`src/rtl/repl_bank_pkg.sv`:
```
package repl_bank_pkg;
  localparam int ADDR_W = 8;
  // address pages: upper nibble selects the page, lower nibble the register
  localparam logic [7:0] STEER_ADDR = 8'h00;
  localparam logic [3:0] REPL_PAGE  = 4'h1;
  localparam logic [3:0] PLAIN_PAGE = 4'h2;
  // steering word field positions
  localparam int BCAST_BIT = 31;
  localparam int GRP_LSB   = 8;
  localparam int INST_LSB  = 0;

  function automatic int idx_w(input int n);
    return (n > 1) ? $clog2(n) : 1;
  endfunction
endpackage

```
`src/rtl/repl_steer_sel.sv`:
```
module repl_steer_sel #(
  parameter int NUM_GRP  = 4,
  parameter int NUM_INST = 4,
  localparam int GW = repl_bank_pkg::idx_w(NUM_GRP),
  localparam int IW = repl_bank_pkg::idx_w(NUM_INST)
) (
  input  logic          clk,
  input  logic          rst_n,
  input  logic          sel_we,
  input  logic          bcast_d,
  input  logic [GW-1:0] grp_d,
  input  logic [IW-1:0] inst_d,
  output logic          bcast_q,
  output logic [GW-1:0] grp_q,
  output logic [IW-1:0] inst_q
);
  logic          bcast_n;
  logic [GW-1:0] grp_n;
  logic [IW-1:0] inst_n;

  always_comb begin
    bcast_n = bcast_q;
    grp_n   = grp_q;
    inst_n  = inst_q;
    if (sel_we) begin
      bcast_n = bcast_d;
      grp_n   = grp_d;
      inst_n  = inst_d;
    end
  end

  always_ff @(posedge clk or negedge rst_n) begin
    if (!rst_n) begin
      bcast_q <= 1'b1;
      grp_q   <= '0;
      inst_q  <= '0;
    end else begin
      bcast_q <= bcast_n;
      grp_q   <= grp_n;
      inst_q  <= inst_n;
    end
  end

  // steering fields only move on a steering-word write
  p_steer_hold_r2: assert property (@(posedge clk) disable iff (!rst_n)
    !sel_we |=> ($stable(bcast_q) && $stable(grp_q) && $stable(inst_q)));
endmodule

```
`src/rtl/repl_inst_store.sv`:
```
module repl_inst_store #(
  parameter int NUM_GRP  = 4,
  parameter int NUM_INST = 4,
  parameter int DATA_W   = 32,
  localparam int NU = NUM_GRP * NUM_INST,
  localparam int GW = repl_bank_pkg::idx_w(NUM_GRP),
  localparam int IW = repl_bank_pkg::idx_w(NUM_INST),
  localparam int UW = repl_bank_pkg::idx_w(NU)
) (
  input  logic              clk,
  input  logic              rst_n,
  input  logic              wr_hit,
  input  logic              bcast,
  input  logic [GW-1:0]     grp,
  input  logic [IW-1:0]     inst,
  input  logic [NU-1:0]     present,
  input  logic [DATA_W-1:0] wdata,
  output logic [DATA_W-1:0] rdata
);
  logic [DATA_W-1:0] copy_q [NU];
  logic [DATA_W-1:0] copy_n [NU];
  logic [NU-1:0]     copy_we;
  logic [UW-1:0]     tgt_idx;
  logic              tgt_ok;

  always_comb begin
    int t;
    t       = int'(grp) * NUM_INST + int'(inst);
    tgt_ok  = (int'(grp) < NUM_GRP) && (int'(inst) < NUM_INST);
    tgt_idx = UW'(t);
  end

  // write fan-out: broadcast reaches all present copies, unicast one
  always_comb begin
    for (int u = 0; u < NU; u++) begin
      if (bcast) copy_we[u] = wr_hit && present[u];
      else       copy_we[u] = wr_hit && tgt_ok && (tgt_idx == UW'(u)) && present[u];
    end
  end

  always_comb begin
    for (int u = 0; u < NU; u++)
      copy_n[u] = copy_we[u] ? wdata : copy_q[u];
  end

  for (genvar u = 0; u < NU; u++) begin : g_copy
    always_ff @(posedge clk or negedge rst_n) begin
      if (!rst_n) copy_q[u] <= '0;
      else        copy_q[u] <= copy_n[u];
    end

    p_copy_hold_r4: assert property (@(posedge clk) disable iff (!rst_n)
      !copy_we[u] |=> $stable(copy_q[u]));
  end

  // read mux: always the steered copy, zero when terminated
  always_comb begin
    if (tgt_ok && present[tgt_idx]) rdata = copy_q[tgt_idx];
    else                            rdata = '0;
  end

  p_ucast_single_r4: assert property (@(posedge clk) disable iff (!rst_n)
    (wr_hit && !bcast) |-> ($countones(copy_we) <= 1));
  p_absent_no_write_r7: assert property (@(posedge clk) disable iff (!rst_n)
    (copy_we & ~present) == '0);
  p_bcast_fanout_r3: assert property (@(posedge clk) disable iff (!rst_n)
    (wr_hit && bcast) |-> (copy_we == present));
endmodule

```
`src/rtl/repl_plain_regs.sv`:
```
module repl_plain_regs #(
  parameter int NUM_PLAIN = 4,
  parameter int DATA_W    = 32
) (
  input  logic              clk,
  input  logic              rst_n,
  input  logic              wr_hit,
  input  logic [3:0]        ofs,
  input  logic [DATA_W-1:0] wdata,
  output logic [DATA_W-1:0] rdata
);
  logic [DATA_W-1:0] reg_q [NUM_PLAIN];
  logic [DATA_W-1:0] reg_n [NUM_PLAIN];
  logic [NUM_PLAIN-1:0] reg_we;

  always_comb begin
    for (int j = 0; j < NUM_PLAIN; j++) begin
      reg_we[j] = wr_hit && (ofs == 4'(j));
      reg_n[j]  = reg_we[j] ? wdata : reg_q[j];
    end
  end

  for (genvar j = 0; j < NUM_PLAIN; j++) begin : g_reg
    always_ff @(posedge clk or negedge rst_n) begin
      if (!rst_n) reg_q[j] <= '0;
      else        reg_q[j] <= reg_n[j];
    end

    p_plain_hold_r9: assert property (@(posedge clk) disable iff (!rst_n)
      !reg_we[j] |=> $stable(reg_q[j]));
  end

  always_comb begin
    rdata = '0;
    for (int j = 0; j < NUM_PLAIN; j++)
      if (ofs == 4'(j)) rdata = reg_q[j];
  end
endmodule

```
`src/rtl/repl_reg_bank.sv`:
```
module repl_reg_bank #(
  parameter int NUM_GRP   = 4,
  parameter int NUM_INST  = 4,
  parameter int DATA_W    = 32,
  parameter int NUM_REPL  = 2,
  parameter int NUM_PLAIN = 4
) (
  input  logic                         clk,
  input  logic                         rst_n,
  input  logic [7:0]                   addr,
  input  logic                         wr_en,
  input  logic [DATA_W-1:0]            wr_data,
  output logic [DATA_W-1:0]            rd_data,
  input  logic [NUM_GRP*NUM_INST-1:0]  unit_present
);
  import repl_bank_pkg::*;
  localparam int NU = NUM_GRP * NUM_INST;
  localparam int GW = idx_w(NUM_GRP);
  localparam int IW = idx_w(NUM_INST);
  localparam int UW = idx_w(NU);

  // reset: asserted asynchronously, released on a clock edge
  logic rst_meta, rst_s_n;
  always_ff @(posedge clk or negedge rst_n) begin
    if (!rst_n) begin
      rst_meta <= 1'b0;
      rst_s_n  <= 1'b0;
    end else begin
      rst_meta <= 1'b1;
      rst_s_n  <= rst_meta;
    end
  end

  // address decode
  logic [3:0] page, ofs;
  logic steer_hit, repl_hit, plain_hit;
  always_comb begin
    page      = addr[7:4];
    ofs       = addr[3:0];
    steer_hit = (addr == STEER_ADDR);
    repl_hit  = (page == REPL_PAGE)  && (int'(ofs) < NUM_REPL);
    plain_hit = (page == PLAIN_PAGE) && (int'(ofs) < NUM_PLAIN);
  end

  logic          bcast;
  logic [GW-1:0] grp;
  logic [IW-1:0] inst;

  repl_steer_sel #(.NUM_GRP(NUM_GRP), .NUM_INST(NUM_INST)) u_sel (
    .clk     (clk),
    .rst_n   (rst_s_n),
    .sel_we  (wr_en && steer_hit),
    .bcast_d (wr_data[BCAST_BIT]),
    .grp_d   (wr_data[GRP_LSB +: GW]),
    .inst_d  (wr_data[INST_LSB +: IW]),
    .bcast_q (bcast),
    .grp_q   (grp),
    .inst_q  (inst)
  );

  logic [DATA_W-1:0] steer_word;
  always_comb begin
    steer_word = '0;
    steer_word[BCAST_BIT]       = bcast;
    steer_word[GRP_LSB +: GW]   = grp;
    steer_word[INST_LSB +: IW]  = inst;
  end

  logic [DATA_W-1:0] repl_rd [NUM_REPL];
  for (genvar k = 0; k < NUM_REPL; k++) begin : g_repl
    repl_inst_store #(.NUM_GRP(NUM_GRP), .NUM_INST(NUM_INST), .DATA_W(DATA_W)) u_store (
      .clk     (clk),
      .rst_n   (rst_s_n),
      .wr_hit  (wr_en && repl_hit && (ofs == 4'(k))),
      .bcast   (bcast),
      .grp     (grp),
      .inst    (inst),
      .present (unit_present),
      .wdata   (wr_data),
      .rdata   (repl_rd[k])
    );
  end

  logic [DATA_W-1:0] plain_rd;
  repl_plain_regs #(.NUM_PLAIN(NUM_PLAIN), .DATA_W(DATA_W)) u_plain (
    .clk    (clk),
    .rst_n  (rst_s_n),
    .wr_hit (wr_en && plain_hit),
    .ofs    (ofs),
    .wdata  (wr_data),
    .rdata  (plain_rd)
  );

  always_comb begin
    rd_data = '0;
    if (steer_hit) rd_data = steer_word;
    else if (plain_hit) rd_data = plain_rd;
    else if (repl_hit) begin
      for (int k = 0; k < NUM_REPL; k++)
        if (ofs == 4'(k)) rd_data = repl_rd[k];
    end
  end

  // presence of the steered unit, derived separately from the store
  logic [UW-1:0] steer_idx;
  logic          steer_present;
  always_comb begin
    steer_idx     = UW'(int'(grp) * NUM_INST + int'(inst));
    steer_present = unit_present[steer_idx];
  end

  p_absent_read_zero_r6: assert property (@(posedge clk) disable iff (!rst_s_n)
    (repl_hit && !steer_present) |-> (rd_data == '0));
  p_unmapped_zero_r10: assert property (@(posedge clk) disable iff (!rst_s_n)
    (!steer_hit && !repl_hit && !plain_hit) |-> (rd_data == '0));
endmodule

```
`config.mk`:
```
export PLATFORM = sky130hd
export DESIGN_NAME = repl_reg_bank
export DESIGN_NICKNAME = d
export VERILOG_FILES = /design/src/rtl/repl_bank_pkg.sv /design/src/rtl/repl_steer_sel.sv /design/src/rtl/repl_inst_store.sv /design/src/rtl/repl_plain_regs.sv /design/src/rtl/repl_reg_bank.sv
export SDC_FILE = /design/constraint.sdc
export NUM_CORES = 2
export LEC_CHECK = 0
export ABC_AREA = 1
export BUFFER_PORTS_ARGS = -buffer_cell sky130_fd_sc_hd__buf_2
export CAP_MARGIN = 5
export CORE_MARGIN = 1
export CORE_UTILIZATION = 44
export CTS_CLUSTER_SIZE = 10
export DETAILED_ROUTE_END_ITERATION = 10
export HOLD_SLACK_MARGIN = 0.12
export PLACE_DENSITY = 0.57
export RECOVER_POWER = 50
export SLEW_MARGIN = 10
export SYNTH_ARGS = -nofsm -noshare
export SYNTH_HDL_FRONTEND = slang
export SYNTH_SLANG_ARGS = --single-unit
```
`constraint.sdc`:
```
create_clock -name clk -period 99.3 [get_ports clk]
set_input_delay 19.86 -clock clk [delete_from_list [all_inputs] [get_ports clk]]
set_output_delay 19.86 -clock clk [all_outputs]
set_load 0.01 [all_outputs]
```
Word level (Yosys, flattened, before mapping)
Cells that the tools add are included.

Register bits: 1159.

Add/subtract/negate cells: 1. $lt $le $gt $ge: 4. Equality and inequality tests: 20. Mux-type cells: 51. Bitwise logic cells: 1. Reductions and logical operators: 110.

Operator list (number): two-way mux 32 bit (15); binary-select mux 32 bit (select 4 bit) (2); logical AND 1 bit (107); two-way mux 1 bit (33); equality test 4 bit, second input constant (8); equality test 4 x 2 -> 1 bit, second input constant (5); equality test 4 x 3 -> 1 bit, second input constant (4); equality test 4 x 1 -> 1 bit, second input constant (3); logical NOT 4 bit (2); logical NOT 8 bit (1); >= comparator 5 bit, second input constant (1); less-than comparator 4 x 5 -> 1 bit, second input constant (1); inverter 4 -> 5 bit (1); adder 4 x 2 -> 4 bit (1); binary-select mux 1 bit (select 4 bit) (1); less-than comparator 4 x 2 -> 1 bit, second input constant (1); less-than comparator 4 x 3 -> 1 bit, second input constant (1).

Logic depth before layout (Yosys ltp)
Depth in word-level cells: 11. Gate-level depth with buffers: 16. Depth with buffers taken out: 11.

By module
From an unflattened synthesis, not the netlist that was laid out.

Cell total of the unflattened synthesis: 7541. Area, all modules: 56625.6 µm².

Modules (own cells, without submodules): repl_inst_store (times used 2, cells each 3302, area each 24793.8 µm², sequential area each 12812.3 µm²); repl_plain_regs (times used 1, cells each 675, area each 5760.5 µm², sequential area each 3203.1 µm²); repl_reg_bank (times used 1, cells each 241, area each 1091.0 µm², sequential area each 50.0 µm²); repl_steer_sel (times used 1, cells each 21, area each 186.4 µm², sequential area each 126.4 µm²).

Worst setup path before layout
Ideal clock, no wire load.

Path type: input-to-output. Start point: input addr[3]. End point: output rd_data[20]. Arrival time: 21.248 ns. Required time: 79.440 ns. Slack: 58.192 ns. Stages on the path: 11. Cells stage by stage: nor2_2 inv_2 nor2_4 nand2_1 inv_2 buf_2 clkbuf_1 o21ai_0 nand2_1 nand2_1 a21oi_1.

Longest elaborated chain between the ends: 7. Elaborated cells on any way between the ends: 18. Those cells by class: order compare (2); eq/ne (3); mux (9); reduce/logical (4).

Ends and longest elaborated chain: start: declaration (line repl_reg_bank.sv:10) `input logic [7:0] addr,`; logical NOT 4 bit (line repl_plain_regs.sv:36, repl_reg_bank.sv:100); two-way mux 32 bit (4 in a row) (line repl_plain_regs.sv:36) `if (ofs == 4'(j)) rdata = reg_q[j];`; two-way mux 32 bit (line repl_reg_bank.sv:97) `else if (plain_hit) rd_data = plain_rd;`; two-way mux 32 bit (*) (line repl_reg_bank.sv:96) `if (steer_hit) rd_data = steer_word;`; end: declaration (line repl_reg_bank.sv:13) `output logic [DATA_W-1:0] rd_data,`.

Mark *: on every way between the ends. The rest lies on a longest branch, timed or not.

Final worst setup path
Start point: input addr[3]. End point: output rd_data[24].

Same word-level chain as after synthesis.

==> results.sh <==
export IMPL_first_iter_violations=4609
export IMPL_area_growth_pct=8.85
export IMPL_rsz0062_at_grt="false"
export IMPL_track_usage_pct=30.7
export IMPL_vias_per_cell=5.41
export IMPL_fmax_mhz=22.6
export IMPL_cp_buffers_inverters=4
export IMPL_period_share_pct=44.5
export IMPL_regArea_um2=29000
export IMPL_first_global_vias=43274
export IMPL_tightestPinTransition_ns=9.37
export IMPL_cts_setup_buffers=0
export IMPL_ir_drop_uv=15.3
export IMPL_synthesis_area_um2=54000
export IMPL_die_area_um2=124000
export IMPL_wl_per_cell_um=22.3
export IMPL_seq_area_frac_synth_pct=53.7
export IMPL_critPathKind="primary input to primary output"
export IMPL_finalClockSkew_ns=0.0256
export IMPL_yosys_warnings=0
export IMPL_nNetsFinal=6839
export IMPL_drive_gt1_share_pct=6.74
export IMPL_avgSynthCellArea_um2=7.72
export IMPL_cp_max_fo=41
export IMPL_fin_setup_tns_ns=0
export IMPL_p_leak_nw=29.2
export IMPL_maxCapViolCount=14
export IMPL_initial_core_util_pct=44.4
export IMPL_min_period_ns=44.17
export IMPL_multi_input_area_um2=21800
export IMPL_grt_ovfl_total=0
export IMPL_ant_nets=0
export IMPL_cts_resized=0
export IMPL_cts_tree="done"
export IMPL_hold_path_class="register to register"
export IMPL_cts_sinks=1159
export IMPL_grt_antenna_before_repair=21
export IMPL_crit_family="simple AND/OR/NAND/NOR gates"
export IMPL_clkLatencyLatePin_ns=0.75
export IMPL_crit_top_cell="nand2_1"
export IMPL_slowest_delay_ns=1.84
export IMPL_hold_buffers=0
export IMPL_cp_required_ns=79.44
export IMPL_fill_cells=12254
export IMPL_cellPowerDensity_nw_per_um2=17.0
export IMPL_hold_viol=0
export IMPL_cts_buffers=139
export IMPL_dp_hpwl_um=111000
export IMPL_cp_cell_sequence="buf_2 > nor2_1 > inv_1 > nor2_1 > nand2_1 > inv_1 > o21ai_0 > nand2_1 > nand2_1 > a21oi_1 > buf_2"
export IMPL_setup_violations_final=0
export IMPL_cts_max_level=4
export IMPL_drv_slew=1274
export IMPL_synth_nets=7054
export IMPL_crit_path_end_kind="primary output"
export IMPL_firstDrtPassIters=6
export IMPL_dieHeight_um=352
export IMPL_violations="capacitance limit, slew limit"
export IMPL_synth_distinct_cells=35
export IMPL_drc=0
export IMPL_outcome="finished with violations"
export IMPL_coreArea_um2=122000
export IMPL_grt_max_degree=198
export IMPL_pre_cts_slack_ns=56.78
export IMPL_cp_start_kind="primary input"
export IMPL_clkTransAtPathRegs_ns=0.05
export IMPL_die_w_um=352
export IMPL_grt_first_pass_wirelength_um=287000
export IMPL_io_pins=91
export IMPL_relSlewSlack_pct=-524
export IMPL_synth_seq_cells=1159
export IMPL_critPathArrivalTime_ns=24.31
export IMPL_setup_slack_ns=55.13
export IMPL_numPortBuffers=90
export IMPL_synthCells=6995
export IMPL_vias=45832
export IMPL_cp_slowest_cell="nor2_1"
export IMPL_clockBufferDepth=3
export IMPL_drt_total_wl_um=189000
export IMPL_gp_congestion=0.925
export IMPL_rows=128
export IMPL_cts_root_buf="clkbuf_16"
-- layout by cell type, fill, tap and decap left out, types with 2 or more instances in the layout --
cell / count
clkinv_1: 10
a22o_1: 4
o21ai_2: 63
buf_2: 89
o21ai_1: 77
dfrtp_4: 2
nand2_4: 10
a22oi_1: 20
nor2_1: 382
nand2_2: 8
o21ai_0: 922
inv_6: 3
or2_4: 2
nor2_4: 18
buf_4: 79
inv_2: 10
inv_1: 181
a31oi_1: 2
nand3_1: 80
clkbuf_16: 145
nand2_1: 3069
diode_2: 3
dfrtp_1: 1156
a21oi_1: 367
clkinv_2: 4
nand3_2: 2
clkinv_8: 4
clkbuf_8: 14
nand4_1: 62
clkbuf_1: 44
-- registers in the layout (all words and copies together), names as in the netlist --
name                   flops
u_sel.inst_q               2
rst_s_n                    1
rst_meta                   1
u_sel.grp_q                2
u_sel.bcast_q              1
u_plain.reg_q            128
g_repl.u_store.copy_q   1024
-- worst reg2reg max path, stage by stage, from the launching register on --
cell      delay [ns]
dfrtp_1         2.26
clkbuf_1        6.31
clkbuf_1        3.17
clkbuf_1        2.96
clkbuf_1        2.22
-- cell usage after synthesis (all sizes together) --
library cell	n	area [um2]
nand2	3088	11700
dfrtp	1158	29000
o21ai	1062	5550
nor2	401	1640
a21oi	367	1840
clkbuf	284	1070
buf	253	1380
inv	202	763
nand3	82	415
nand4	62	388
a22oi	20	150
a22o	4	35.0
clkinv	4	20.0
a31oi	2	12.5
or2	2	12.5
conb	1	3.75
dfstp	1	26.3
nor3	1	10.0
o31ai	1	7.51
-- per-stage QoR --
step           util [%]  total power, mW  instance area (um2)  hold WS (ns)  cells
6_report           48.3             1.00                58800         0.348   8467
5_1_grt            48.3             1.03                58800         0.354   8464
4_1_cts            48.4             1.01                58900         0.351   8464
3_5_place_dp       45.1            0.540                54900         0.339   8264
3_3_place_gp       45.1            0.540                54900         0.336   8264
2_1_floorplan         -            0.514                54000         0.331   6995
-- cell families (layout without fill, tap and decap cells) --
kind of cell	after synthesis	in the layout	synth area share, %
simple gates	3636	3636	26.2
compound gates	1456	1456	14.1
flops	1159	1159	53.7
buf+inv	743	587	5.98
other cells	1	4	0.00694
-- per-layer routing --
| layer | vias up | track usage, % | part of all wire, % |
|---|---|---|---|
| met5 | - | 0 | 0.047 |
| met4 | 14 | 14.2 | 5.0 |
| met3 | 327 | 6.14 | 8.0 |
| met2 | 1610 | 45.5 | 43 |
| met1 | 22152 | 43.4 | 44 |
| li1 | 21729 | - | - |
-- report_power, final --
part | switching, mW | leakage (nW) | internal, mW
sequential | 0.00210 | 15.4 | 0.474
clock | 0.195 | 1.97 | 0.273
combinational | 0.0483 | 11.7 | 0.00734
-- cell type report --
type / count / share of cell area (%)
sequential: 1159 / 49.4
multi-input combinational: 5093 / 37.1
clock buffer: 191 / 6.70
tap: 1625 / 3.46
timing repair buffer: 181 / 1.88
inverter: 206 / 1.35
clock inverter: 9 / 0.166
antenna: 3 / 0.0128
-- path summary, 6_finish.rpt --
check	from	to	slack (ns)	depth (start not counted)
worst min-delay path	rst_meta	rst_s_n	0.35	0
worst max register to register	rst_s_n	g_repl[0].u_store.copy_q[209]	81.83	4
worst min register to register	rst_meta	rst_s_n	0.35	0
min in group asynchronous	rst_s_n	g_repl[1].u_store.copy_q[257]	1.20	0
max in group asynchronous	rst_n	rst_meta	80.29	1
worst max-delay path	addr[3]	rd_data[24]	55.13	11
Note: power is estimated with default switching activity, not from simulation.
